File: src/rtl/afr_pkg.sv
package afr_pkg;

  typedef enum logic [2:0] {
    ST_IDLE,
    ST_SETUP,
    ST_HIGH,
    ST_LOW,
    ST_GAP
  } afr_state_e;

  // Reload value for a phase that must last len system clocks.
  function automatic int unsigned afr_reload(input int unsigned len);
    return (len == 0) ? 0 : len - 1;
  endfunction

  function automatic int unsigned afr_max3(input int unsigned a,
                                           input int unsigned b,
                                           input int unsigned c);
    int unsigned m;
    m = (a > b) ? a : b;
    return (m > c) ? m : c;
  endfunction

  // True while the sample index falls inside the padding field.
  function automatic logic afr_in_pad(input int unsigned idx,
                                      input int unsigned pad_w);
    return idx < pad_w;
  endfunction

endpackage

File: src/rtl/afr_timer.sv
module afr_timer #(
  parameter int W = 4
) (
  input  logic         clk,
  input  logic         rst_n,
  input  logic         load_i,
  input  logic [W-1:0] load_val_i,
  output logic         done_o
);
  logic [W-1:0] cnt_q;

  always_ff @(posedge clk or negedge rst_n) begin
    if (!rst_n)               cnt_q <= '0;
    else if (load_i)          cnt_q <= load_val_i;
    else if (cnt_q != '0)     cnt_q <= cnt_q - 1'b1;
  end

  assign done_o = (cnt_q == '0);
endmodule

File: src/rtl/afr_capture.sv
module afr_capture
  import afr_pkg::*;
#(
  parameter int PAD_W  = 8,
  parameter int DATA_W = 16,
  parameter int CNT_W  = 5
) (
  input  logic              clk,
  input  logic              rst_n,
  input  logic              clr_i,
  input  logic              sample_i,
  input  logic              miso_i,
  output logic [CNT_W-1:0]  bit_cnt_o,
  output logic [DATA_W-1:0] result_o,
  output logic              valid_o,
  output logic              pad_err_o
);
  localparam int FRAME_W = PAD_W + DATA_W;

  logic [DATA_W-1:0] shift_q;
  logic [CNT_W-1:0]  cnt_q;

  always_ff @(posedge clk or negedge rst_n) begin
    if (!rst_n) begin
      shift_q   <= '0;
      cnt_q     <= '0;
      result_o  <= '0;
      valid_o   <= 1'b0;
      pad_err_o <= 1'b0;
    end else begin
      valid_o <= 1'b0;
      if (clr_i) begin
        cnt_q <= '0;
      end else if (sample_i) begin
        shift_q <= {shift_q[DATA_W-2:0], miso_i};
        cnt_q   <= cnt_q + 1'b1;
        if (afr_in_pad(int'(cnt_q), PAD_W) && miso_i)
          pad_err_o <= 1'b1;
        if (cnt_q == CNT_W'(FRAME_W - 1)) begin
          result_o <= {shift_q[DATA_W-2:0], miso_i};
          valid_o  <= 1'b1;
        end
      end
    end
  end

  assign bit_cnt_o = cnt_q;
endmodule

File: src/rtl/afr_mux_step.sv
module afr_mux_step #(
  parameter int W = 2
) (
  input  logic         clk,
  input  logic         rst_n,
  input  logic         step_i,
  output logic [W-1:0] sel_o
);
  always_ff @(posedge clk or negedge rst_n) begin
    if (!rst_n)      sel_o <= '0;
    else if (step_i) sel_o <= sel_o + 1'b1;
  end
endmodule

File: src/rtl/adc_frame_reader.sv
module adc_frame_reader
  import afr_pkg::*;
#(
  parameter int HALF_DIV   = 6,
  parameter int SETUP_CLKS = 5,
  parameter int GAP_CLKS   = 3,
  parameter int PAD_W      = 8,
  parameter int DATA_W     = 16,
  parameter int MUX_W      = 2,
  parameter int MUX_EDGE   = 6,
  parameter bit MUX_EN     = 1'b1
) (
  input  logic              clk,
  input  logic              rst_n,
  input  logic              start_i,
  input  logic              abort_i,
  input  logic              repeat_i,
  input  logic              miso_i,
  output logic              sclk_o,
  output logic              cs_n_o,
  output logic [MUX_W-1:0]  mux_sel_o,
  output logic [DATA_W-1:0] result_o,
  output logic              valid_o,
  output logic              proto_err_o,
  output logic              busy_o
);
  localparam int FRAME_W  = PAD_W + DATA_W;
  localparam int CNT_W    = $clog2(FRAME_W + 1);
  localparam int TMR_MAX  = afr_max3(HALF_DIV, SETUP_CLKS, GAP_CLKS);
  localparam int TMR_W    = (TMR_MAX < 2) ? 1 : $clog2(TMR_MAX);
  localparam logic [TMR_W-1:0] RL_HALF  = TMR_W'(afr_reload(HALF_DIV));
  localparam logic [TMR_W-1:0] RL_SETUP = TMR_W'(afr_reload(SETUP_CLKS));
  localparam logic [TMR_W-1:0] RL_GAP   = TMR_W'(afr_reload(GAP_CLKS));

  afr_state_e       state_q, state_d;
  logic             tmr_load, tmr_done;
  logic [TMR_W-1:0] tmr_val;
  logic [CNT_W-1:0] bit_cnt;

  // Named internal events, also watched by the checker.
  logic frame_full, rise_ev, fall_ev, frame_go, step_now, active;

  assign active     = (state_q == ST_SETUP) || (state_q == ST_HIGH) || (state_q == ST_LOW);
  assign frame_full = (bit_cnt == CNT_W'(FRAME_W));
  assign rise_ev    = tmr_done && !abort_i &&
                      ((state_q == ST_SETUP) || (state_q == ST_LOW && !frame_full));
  assign fall_ev    = tmr_done && !abort_i && (state_q == ST_HIGH);
  assign frame_go   = (state_q == ST_IDLE && start_i) ||
                      (state_q == ST_GAP && tmr_done && repeat_i);
  assign step_now   = fall_ev && (bit_cnt == CNT_W'(MUX_EDGE));

  always_comb begin
    state_d  = state_q;
    tmr_load = 1'b0;
    tmr_val  = '0;
    if (active && abort_i) begin
      state_d  = ST_GAP;
      tmr_load = 1'b1;
      tmr_val  = RL_GAP;
    end else begin
      unique case (state_q)
        ST_IDLE: if (start_i) begin
          state_d = ST_SETUP; tmr_load = 1'b1; tmr_val = RL_SETUP;
        end
        ST_SETUP: if (tmr_done) begin
          state_d = ST_HIGH; tmr_load = 1'b1; tmr_val = RL_HALF;
        end
        ST_HIGH: if (tmr_done) begin
          state_d = ST_LOW; tmr_load = 1'b1; tmr_val = RL_HALF;
        end
        ST_LOW: if (tmr_done) begin
          tmr_load = 1'b1;
          if (frame_full) begin
            state_d = ST_GAP;  tmr_val = RL_GAP;
          end else begin
            state_d = ST_HIGH; tmr_val = RL_HALF;
          end
        end
        ST_GAP: if (tmr_done) begin
          if (repeat_i) begin
            state_d = ST_SETUP; tmr_load = 1'b1; tmr_val = RL_SETUP;
          end else begin
            state_d = ST_IDLE;
          end
        end
        default: state_d = ST_IDLE;
      endcase
    end
  end

  always_ff @(posedge clk or negedge rst_n) begin
    if (!rst_n) begin
      state_q <= ST_IDLE;
      sclk_o  <= 1'b0;
      cs_n_o  <= 1'b1;
      busy_o  <= 1'b0;
    end else begin
      state_q <= state_d;
      sclk_o  <= (state_d == ST_HIGH);
      cs_n_o  <= (state_d == ST_IDLE) || (state_d == ST_GAP);
      busy_o  <= (state_d != ST_IDLE);
    end
  end

  afr_timer #(.W(TMR_W)) u_timer (
    .clk        (clk),
    .rst_n      (rst_n),
    .load_i     (tmr_load),
    .load_val_i (tmr_val),
    .done_o     (tmr_done)
  );

  afr_capture #(.PAD_W(PAD_W), .DATA_W(DATA_W), .CNT_W(CNT_W)) u_capture (
    .clk       (clk),
    .rst_n     (rst_n),
    .clr_i     (frame_go),
    .sample_i  (rise_ev),
    .miso_i    (miso_i),
    .bit_cnt_o (bit_cnt),
    .result_o  (result_o),
    .valid_o   (valid_o),
    .pad_err_o (proto_err_o)
  );

  generate
    if (MUX_EN) begin : g_mux
      afr_mux_step #(.W(MUX_W)) u_mux (
        .clk    (clk),
        .rst_n  (rst_n),
        .step_i (step_now),
        .sel_o  (mux_sel_o)
      );
    end else begin : g_nomux
      assign mux_sel_o = '0;
    end
  endgenerate
endmodule

File: config.mk
export PLATFORM = sky130hd
export DESIGN_NAME = adc_frame_reader
export DESIGN_NICKNAME = d
export VERILOG_FILES = /design/src/rtl/afr_pkg.sv /design/src/rtl/afr_timer.sv /design/src/rtl/afr_capture.sv /design/src/rtl/afr_mux_step.sv /design/src/rtl/adc_frame_reader.sv
export SDC_FILE = /design/constraint.sdc
export NUM_CORES = 1
export LEC_CHECK = 0
export BUFFER_PORTS_ARGS = -buffer_cell sky130_fd_sc_hd__buf_2
export CAP_MARGIN = 10
export CORE_ASPECT_RATIO = 0.9
export CORE_MARGIN = 4
export CORE_UTILIZATION = 51
export DETAILED_ROUTE_END_ITERATION = 8
export GPL_TIMING_DRIVEN = 0
export PLACE_DENSITY = 0.84
export SKIP_LAST_GASP = 1
export SLEW_MARGIN = 40
export SYNTH_ARGS = -nofsm -noshare
export SYNTH_HDL_FRONTEND = slang
export SYNTH_HIERARCHICAL = 1
export SYNTH_SLANG_ARGS = --single-unit
File: constraint.sdc
create_clock -name clk -period 2.58 [get_ports clk]
set_input_delay 0.258 -clock clk [delete_from_list [all_inputs] [get_ports clk]]
set_output_delay 0.258 -clock clk [all_outputs]
set_load 0.01 [all_outputs]
==> impl_metrics.csv, run 1 <==
group,metric,value,unit
routing,drtIter0Drc,119,
die,initial_core_util,0.540,
critical_path,max_stage_delay,0.41,ns
timing,setup_violations,0,
critical_path,crit_family,"buffers and inverters",
timing,finalCriticalPeriod,2.42,ns
routing,vias_per_cell,5.18,
global_route,grt_pass1_wl,6.83,mm
synth,synth_area,0.00225,mm^2
timing,slew_viol_final,0,
clock_network,cts_tree,"yes",
critical_path,startpoint_type,"register",
critical_path,crit_type,"register to register",
synth,synth-main-ff-cell,"dfrtp_1",
clock_network,clock-sinks,49,
cells_and_area,final_util,0.633,
die,core,0.00416,mm^2
critical_path,end_kind,"register",
timing,worstMarginPinSlew,0.673,ns
synth,syn_avg_cell_area,11.5,um^2
critical_path,cp_slowest_cell,"dfrtp_1",
die,placementRows,22,
cells_and_area,fin_area,0.00263,mm^2
routing,drtAntennaViolNets,0,
critical_path,cp_common_cell,"buf_6",
synth,synth-async-reset-ratio,1.00,
cells_and_area,final_cell_mix,"nand2_1, dfrtp_1, buf_2",
global_route,antenna_found_initial,0,
synth,seq_area_frac_synth,0.547,
routing,vias,1537,
routing,drc_errors,0,
synth,synth_edf_count,0,
placed_design,hpwl,2.67,mm
global_route,grt_max_degree,50,
routing,totalWireLength,3.96,mm
cells_and_area,fillers,314,
synth,synthesis.nets,205,
clock_network,clk_latency,0.31,ns
die,die_h,71.0,um
timing,post-route-period-util,0.937,
global_route,grt_pass1_vias,1522,
critical_path,path_cells,"inv_2 -> ha_4 -> nand2b_1 -> inv_1 -> buf_6 -> nand2_2 -> nor3b_2 -> buf_4 -> nand2b_4 -> buf_6 -> nor3_4 -> buf_12 -> mux2_4",
cells_and_area,antennaDiodeCount,0,
cells_and_area,nNetsFinal,245,
die,dieArea,0.00553,mm^2
synth,yosys_register_bits,49,
critical_path,cp.buffers_inverters,6,
timing,holdWs,0.192,ns
routing,drtPass1Iterations,5,
placed_design,place_congestion,0.805,
run,maxCapViolCount,0,
global_route,grt-ovfl-total,0,
placed_design,dpl_cell_area,0.00246,mm^2
timing,slew_headroom,0.547,
critical_path,cp.required,2.78,ns
die,die_x,78.0,um
synth,syn_inst,196,
die,num_io_pins,29,
global_route,grt_usage,0.156,
synth,ys_types,48,
timing,hold_violations,0,
status,status,"finished, final reports clean",
clock_network,htreeDepth,2,
hold_path,min_path_type,"primary input to register",
pwr,vdd.ir_drop.worst,0.357,mV
pwr,leakagePower,0.00141,uW
critical_path,arrival,2.61,ns
timing,fmax,414,MHz
cells_and_area,areaGrowthSynthToFinish,17.2,%
critical_path,crit_fanout,10,
clock_network,cts.clk_slew.worst_paths,0.09,ns
clock_network,clock_path_buffers,2,
synth,yosysWarnings,6,
routing,routedWlPerCell,13.3,um
cells_and_area,drive_above_1_share,0.338,
placed_design,port_buffers,28,
timing,fin_skew,0.00714,ns
pwr,power,1920,uW
pwr,p_per_area,730,mW/mm^2
clock_network,cts_root_buf,"clkbuf_8",
clock_network,cts_buffers,5,
-- what timing repair did --
| action | CTS | global route |
|---|---|---|
| hold buffers | 1 | 0 |
| pin swaps | 1 | 2 |
| setup buffers | 1 | 3 |
| setup endpoints to repair | 26 | 26 |
| gates resized for setup | 1 | 11 |
| hold endpoints to repair | 48 | 0 |
-- final timing paths --
check	from	end	slack [ns]	cells past startpoint
setup / recovery	u_timer/cnt_q[0]$_DFFE_PN0P_	u_capture/result_o[6]$_DFFE_PN0P_	0.16	13
hold / removal	miso_i	u_capture/result_o[0]$_DFFE_PN0P_	0.19	2
setup reg to reg	u_timer/cnt_q[0]$_DFFE_PN0P_	u_capture/result_o[6]$_DFFE_PN0P_	0.16	13
hold reg to reg	u_capture/pad_err_o$_DFFE_PN0P_	u_capture/pad_err_o$_DFFE_PN0P_	0.48	2
max in group asynchronous	rst_n	u_capture/result_o[13]$_DFFE_PN0P_	1.70	2
min in group asynchronous	rst_n	u_capture/result_o[11]$_DFFE_PN0P_	0.47	2
-- report_power, final --
part | switching, uW | internal (uW) | total, uW
combinational | 288 | 255 | 543
clock | 267 | 193 | 460
sequential | 65.4 | 851 | 916
total | 621 | 1300 | 1920
-- cell families after synthesis --
| logic type | after synthesis | synth area share |
|---|---|---|
| xor+xnor | 6 | 0.0234 |
| mux | 18 | 0.104 |
| compound gates | 15 | 0.0468 |
| simple gates | 85 | 0.204 |
| flops | 49 | 0.547 |
| buf+inv | 19 | 0.0540 |
| fa+ha+maj | 4 | 0.0212 |
-- metrics by stage --
step / TNS (ns) / cells / worst slack [ns]
global placement: -0.885 / 284 / -0.0987
CTS: 0 / 294 / 0.0638
detailed placement: -1.16 / 284 / -0.131
floorplan: 0 / 196 / 0.146
global route: -0.0235 / 297 / -0.00724
finish: 0 / 297 / 0.162
-- cell type report --
cell class	instances	area, um^2	area share
inverter	11	43.8	0.0166
tap	60	75.1	0.0285
sequential	49	1230	0.466
clock buffer	5	68.8	0.0262
clock inverter	3	21.3	0.00808
multi-input combinational	128	917	0.349
timing repair buffer	33	195	0.0742
buffer	8	82.6	0.0314
-- cell usage after synthesis (all sizes together), types with 2 or more instances --
master	n	area, um^2
clkbuf	2	7.51
xnor2	2	17.5
o22ai	2	12.5
nor2	7	26.3
o21ai	3	15.0
or4	2	18.8
nor2b	4	25.0
xor2	4	35.0
ha	3	37.5
a21oi	2	13.8
buf	6	72.6
a21o	2	15.0
inv	11	41.3
dfrtp	48	1200
mux2i	2	20.0
nand3	3	20.0
mux2	16	214
nor3	3	26.3
nor4b	2	17.5
nand4	2	12.5
nand2b	3	26.3
nand2	50	195
-- metal layers --
layer	up-vias	global-route usage	part of all wire
li1	736	-	-
met1	760	0.209	0.47
met2	34	0.239	0.46
met3	7	0.0382	0.043
met4	0	0.0738	0.024
met5	-	0	0
-- registers in the layout, summed over array words and instances (netlist names), 2 cells and up --
register	count
u_capture/result_o	16
u_timer/cnt_q	3
u_capture/shift_q	15
state_q	3
u_capture/bit_cnt_o	5
g_mux.u_mux/sel_o	2
No activity file was read; power rests on OpenSTA's default activity.
==> inputs of run 2 (changes only) <==
ABC_AREA = 1   (was unset)
PLACE_DENSITY = 0.83   (was 0.84)
==> run 2 against run 1 <==
Against the previous run: synthesized cell count rose by 45%; final cell count up 29%; sequential share of layout area is 0.79 points lower; clock skew down 0.0014 ns; cell area rose by 1.7%; wire length increased by 6.9%; die area is 3.0% higher; via count increased by 21%; non-clock buffer count fell by 6; critical endpoint is now u_capture/result_o[10]$_DFFE_PN0P_.
==> impl_metrics.csv, run 2 <==
group,metric,value,unit
status,status,"finished, final reports clean",
synth,ys_types,28,
cells_and_area,antennaDiodeCount,0,
critical_path,cp.required,2.78,ns
synth,seq_area_frac_synth,0.529,
timing,fin_skew,0.00576,ns
global_route,grtUsageMet3,0.0335,
synth,synthTopCellsByCount,"nand2_1, dfrtp_1, inv_1",
global_route,grt_pass1_wl,7.54,mm
timing,worstMarginPinSlew,0.595,ns
routing,vias,1853,
timing,finalCriticalPeriod,2.35,ns
routing,vias_per_cell,4.83,
die,num_io_pins,29,
global_route,grt_max_degree,50,
critical_path,ff2ff_path_depth,13,
synth,synth-main-ff-cell,"dfrtp_1",
clock_network,post-cts-setup-buffers,0,
cells_and_area,final_util,0.604,
cells_and_area,final_cell_mix,"nand2_1, dfrtp_1, buf_2",
synth,synth_edf_count,0,
clock_network,cts_buffers,5,
hold_path,min_path_cells,3,
global_route,antenna_found_initial,0,
cells_and_area,nNetsFinal,330,
placed_design,port_buffers,28,
clock_network,cts_tree,"yes",
synth,yosysTopAreaCellShare,0.517,
global_route,grt_usage,0.169,
pwr,switching_share,0.364,
placed_design,hpwl,3.05,mm
pwr,p_sw,818,uW
cells_and_area,largest_reg_flops,16,
synth,yosys_register_bits,49,
timing,slew_headroom,0.604,
critical_path,reg2reg_from,"u_timer/cnt_q[0]$_DFFE_PN0P_",
global_route,use_met1,0.208,
die,placementRows,23,
critical_path,crit_type,"register to register",
synth,yosysTopAreaCell,"dfrtp_1",
pwr,p_per_area,840,mW/mm^2
cells_and_area,regMostFlops,"u_capture/result_o",
cells_and_area,final_common_cell,"nand2_1",
clock_network,cts.clk_slew.worst_paths,0.09,ns
pwr,power_frac_comb,0.309,
die,dieArea,0.00570,mm^2
timing,slew_viol_final,0,
routing,routedWlPerCell,11.0,um
die,die_h,72.0,um
synth,synth-async-reset-ratio,1.00,
timing,post-route-period-util,0.910,
synth,synth.most_common_cell,"nand2_1",
critical_path,worstReg2RegEnd,"u_capture/result_o[10]$_DFFE_PN0P_",
cells_and_area,fillers,433,
critical_path,arrival,2.55,ns
die,core,0.00443,mm^2
pwr,vdd.ir_drop.worst,0.601,mV
timing,setup_violations,0,
die,initial_core_util,0.524,
critical_path,startpoint_type,"register",
global_route,grt_pass1_vias,1727,
clock_network,clk_latency,0.30,ns
pwr,pwr-share-seq,0.449,
cells_and_area,drive_above_1_share,0.220,
routing,drtIter0Drc,95,
hold_path,hp-start,"miso_i",
critical_path,crit_fanout,10,
global_route,busiest_layer,"met2",
clock_network,clock_path_buffers,2,
routing,totalWireLength,4.23,mm
synth,syn_avg_cell_area,8.15,um^2
placed_design,dpl_cell_area,0.00254,mm^2
hold_path,holdPathEnd,"u_capture/shift_q[0]$_DFFE_PN0P_",
synth,synthTopCellsByArea,"dfrtp_1, nand2_1, nand3_1, inv_1, nor2_1",
timing,grt_setup_unrepaired,"no",
timing,fin_tns_setup,0,ns
timing,fmax,426,MHz
pwr,leakagePower,0.00157,uW
clock_network,cts_root_buf,"clkbuf_8",
synth,synthesis.nets,294,
timing,hold_violations,0,
clock_network,htreeDepth,2,
clock_network,clock-sinks,49,
critical_path,end_kind,"register",
cells_and_area,areaGrowthSynthToFinish,15.2,%
hold_path,min_path_type,"primary input to register",
global_route,globalRouteMet2Util,0.289,
routing,drtAntennaViolNets,0,
routing,drc_errors,0,
run,maxCapViolCount,0,
placed_design,place_congestion,0.825,
synth,yosysWarnings,6,
die,die_x,79.1,um
synth,synth_area,0.00232,mm^2
pwr,intPower,1430,uW
routing,drtPass1Iterations,4,
pwr,power.share.clock,0.242,
synth,syn_inst,285,
global_route,grt-ovfl-total,0,
cells_and_area,fin_area,0.00268,mm^2
critical_path,ff2ff_setup_slack,0.23,ns
-- run 2: cell types whose count changed after synthesis, moves of 7 or more --
cell and change:
nand2_1 +63, nand3_1 +22, inv_1 +14, nor2_1 +11, mux2_4 -9, inv_2 +8
mux2_2 -7
-- run 2: through the flow --
stage,total power [uW],hold slack [ns],worst slack [ns],std cells
global route,2440,0.208,0.0187,384
CTS,2270,0.184,0.154,384
floorplan,1530,-0.0376,0.334,285
detailed placement,1710,0.313,-0.0638,375
global placement,1670,0.450,0.0588,375
finish,2250,0.197,0.232,384
-- run 2: logic make-up (layout without fill, tap and decap cells) --
group	Yosys count	after routing	share of synthesized area
compound gates	14	14	0.0339
buf+inv	39	76	0.0700
flops	49	49	0.529
fa+ha+maj	3	3	0.0162
xor+xnor	1	1	0.00377
simple gates	179	179	0.348
-- run 2: repair_timing --
item	4_1_cts	5_1_grt
endpoints found under the setup margin	21	19
endpoints found under the hold margin	48	0
resized for setup	1	1
hold buffers	1	0
-- run 2: routing by layer --
metal	routed length (um)	vias to the layer above	share of wire
li1	-	953	-
met1	1950	859	0.46
met2	2010	34	0.48
met3	187	7	0.044
met4	82	0	0.019
met5	0	-	0
-- run 2: how the worst max path moves through the flow --
stage	from	endpoint	slack, ns	cells after the start
detailed placement	u_timer/cnt_q[0]$_DFFE_PN0P_	u_capture/result_o[10]$_DFFE_PN0P_	-0.06	13
global route	u_timer/cnt_q[0]$_DFFE_PN0P_	u_capture/shift_q[6]$_DFFE_PN0P_	0.02	13
CTS	u_timer/cnt_q[0]$_DFFE_PN0P_	u_capture/result_o[10]$_DFFE_PN0P_	0.15	13
floorplan	u_timer/cnt_q[0]$_DFFE_PN0P_	u_capture/result_o[10]$_DFFE_PN0P_	0.33	13
finish	u_timer/cnt_q[0]$_DFFE_PN0P_	u_capture/result_o[10]$_DFFE_PN0P_	0.23	13
global placement	u_timer/cnt_q[0]$_DFFE_PN0P_	u_capture/result_o[9]$_DFFE_PN0P_	0.06	13
-- run 2: final cells by class --
type                    count  area, um^2  share of cell area
well taps                  62        77.6              0.0290
multi-input cells         197         945               0.353
flip-flops and latches     49        1230               0.459
plain buffers               6        38.8              0.0145
clock inverters             2        38.8              0.0145
clock buffers               6        72.6              0.0271
repair buffers             29         153              0.0570
inverters                  33         124              0.0463
-- run 2: power by group through the flow --
stage / sequential, uW / clock, uW / combinational [uW]
global placement: 1020 / 0 / 650
global route: 1030 / 599 / 818
floorplan: 1010 / 0 / 515
finish: 1010 / 543 / 695
CTS: 1010 / 567 / 692
detailed placement: 1020 / 0 / 684
-- run 2: critical path, stage by stage, from the launching register on --
cell and delay, ns:
dfrtp_1 0.40, inv_1 0.09, ha_1 0.21, inv_1 0.07, nor2_2 0.11, buf_2 0.23
nand2_1 0.15, a211oi_4 0.31, nand2_4 0.13, nor2_8 0.20, nand2_4 0.10, buf_6 0.15
nand2_1 0.06, nand2_1 0.05
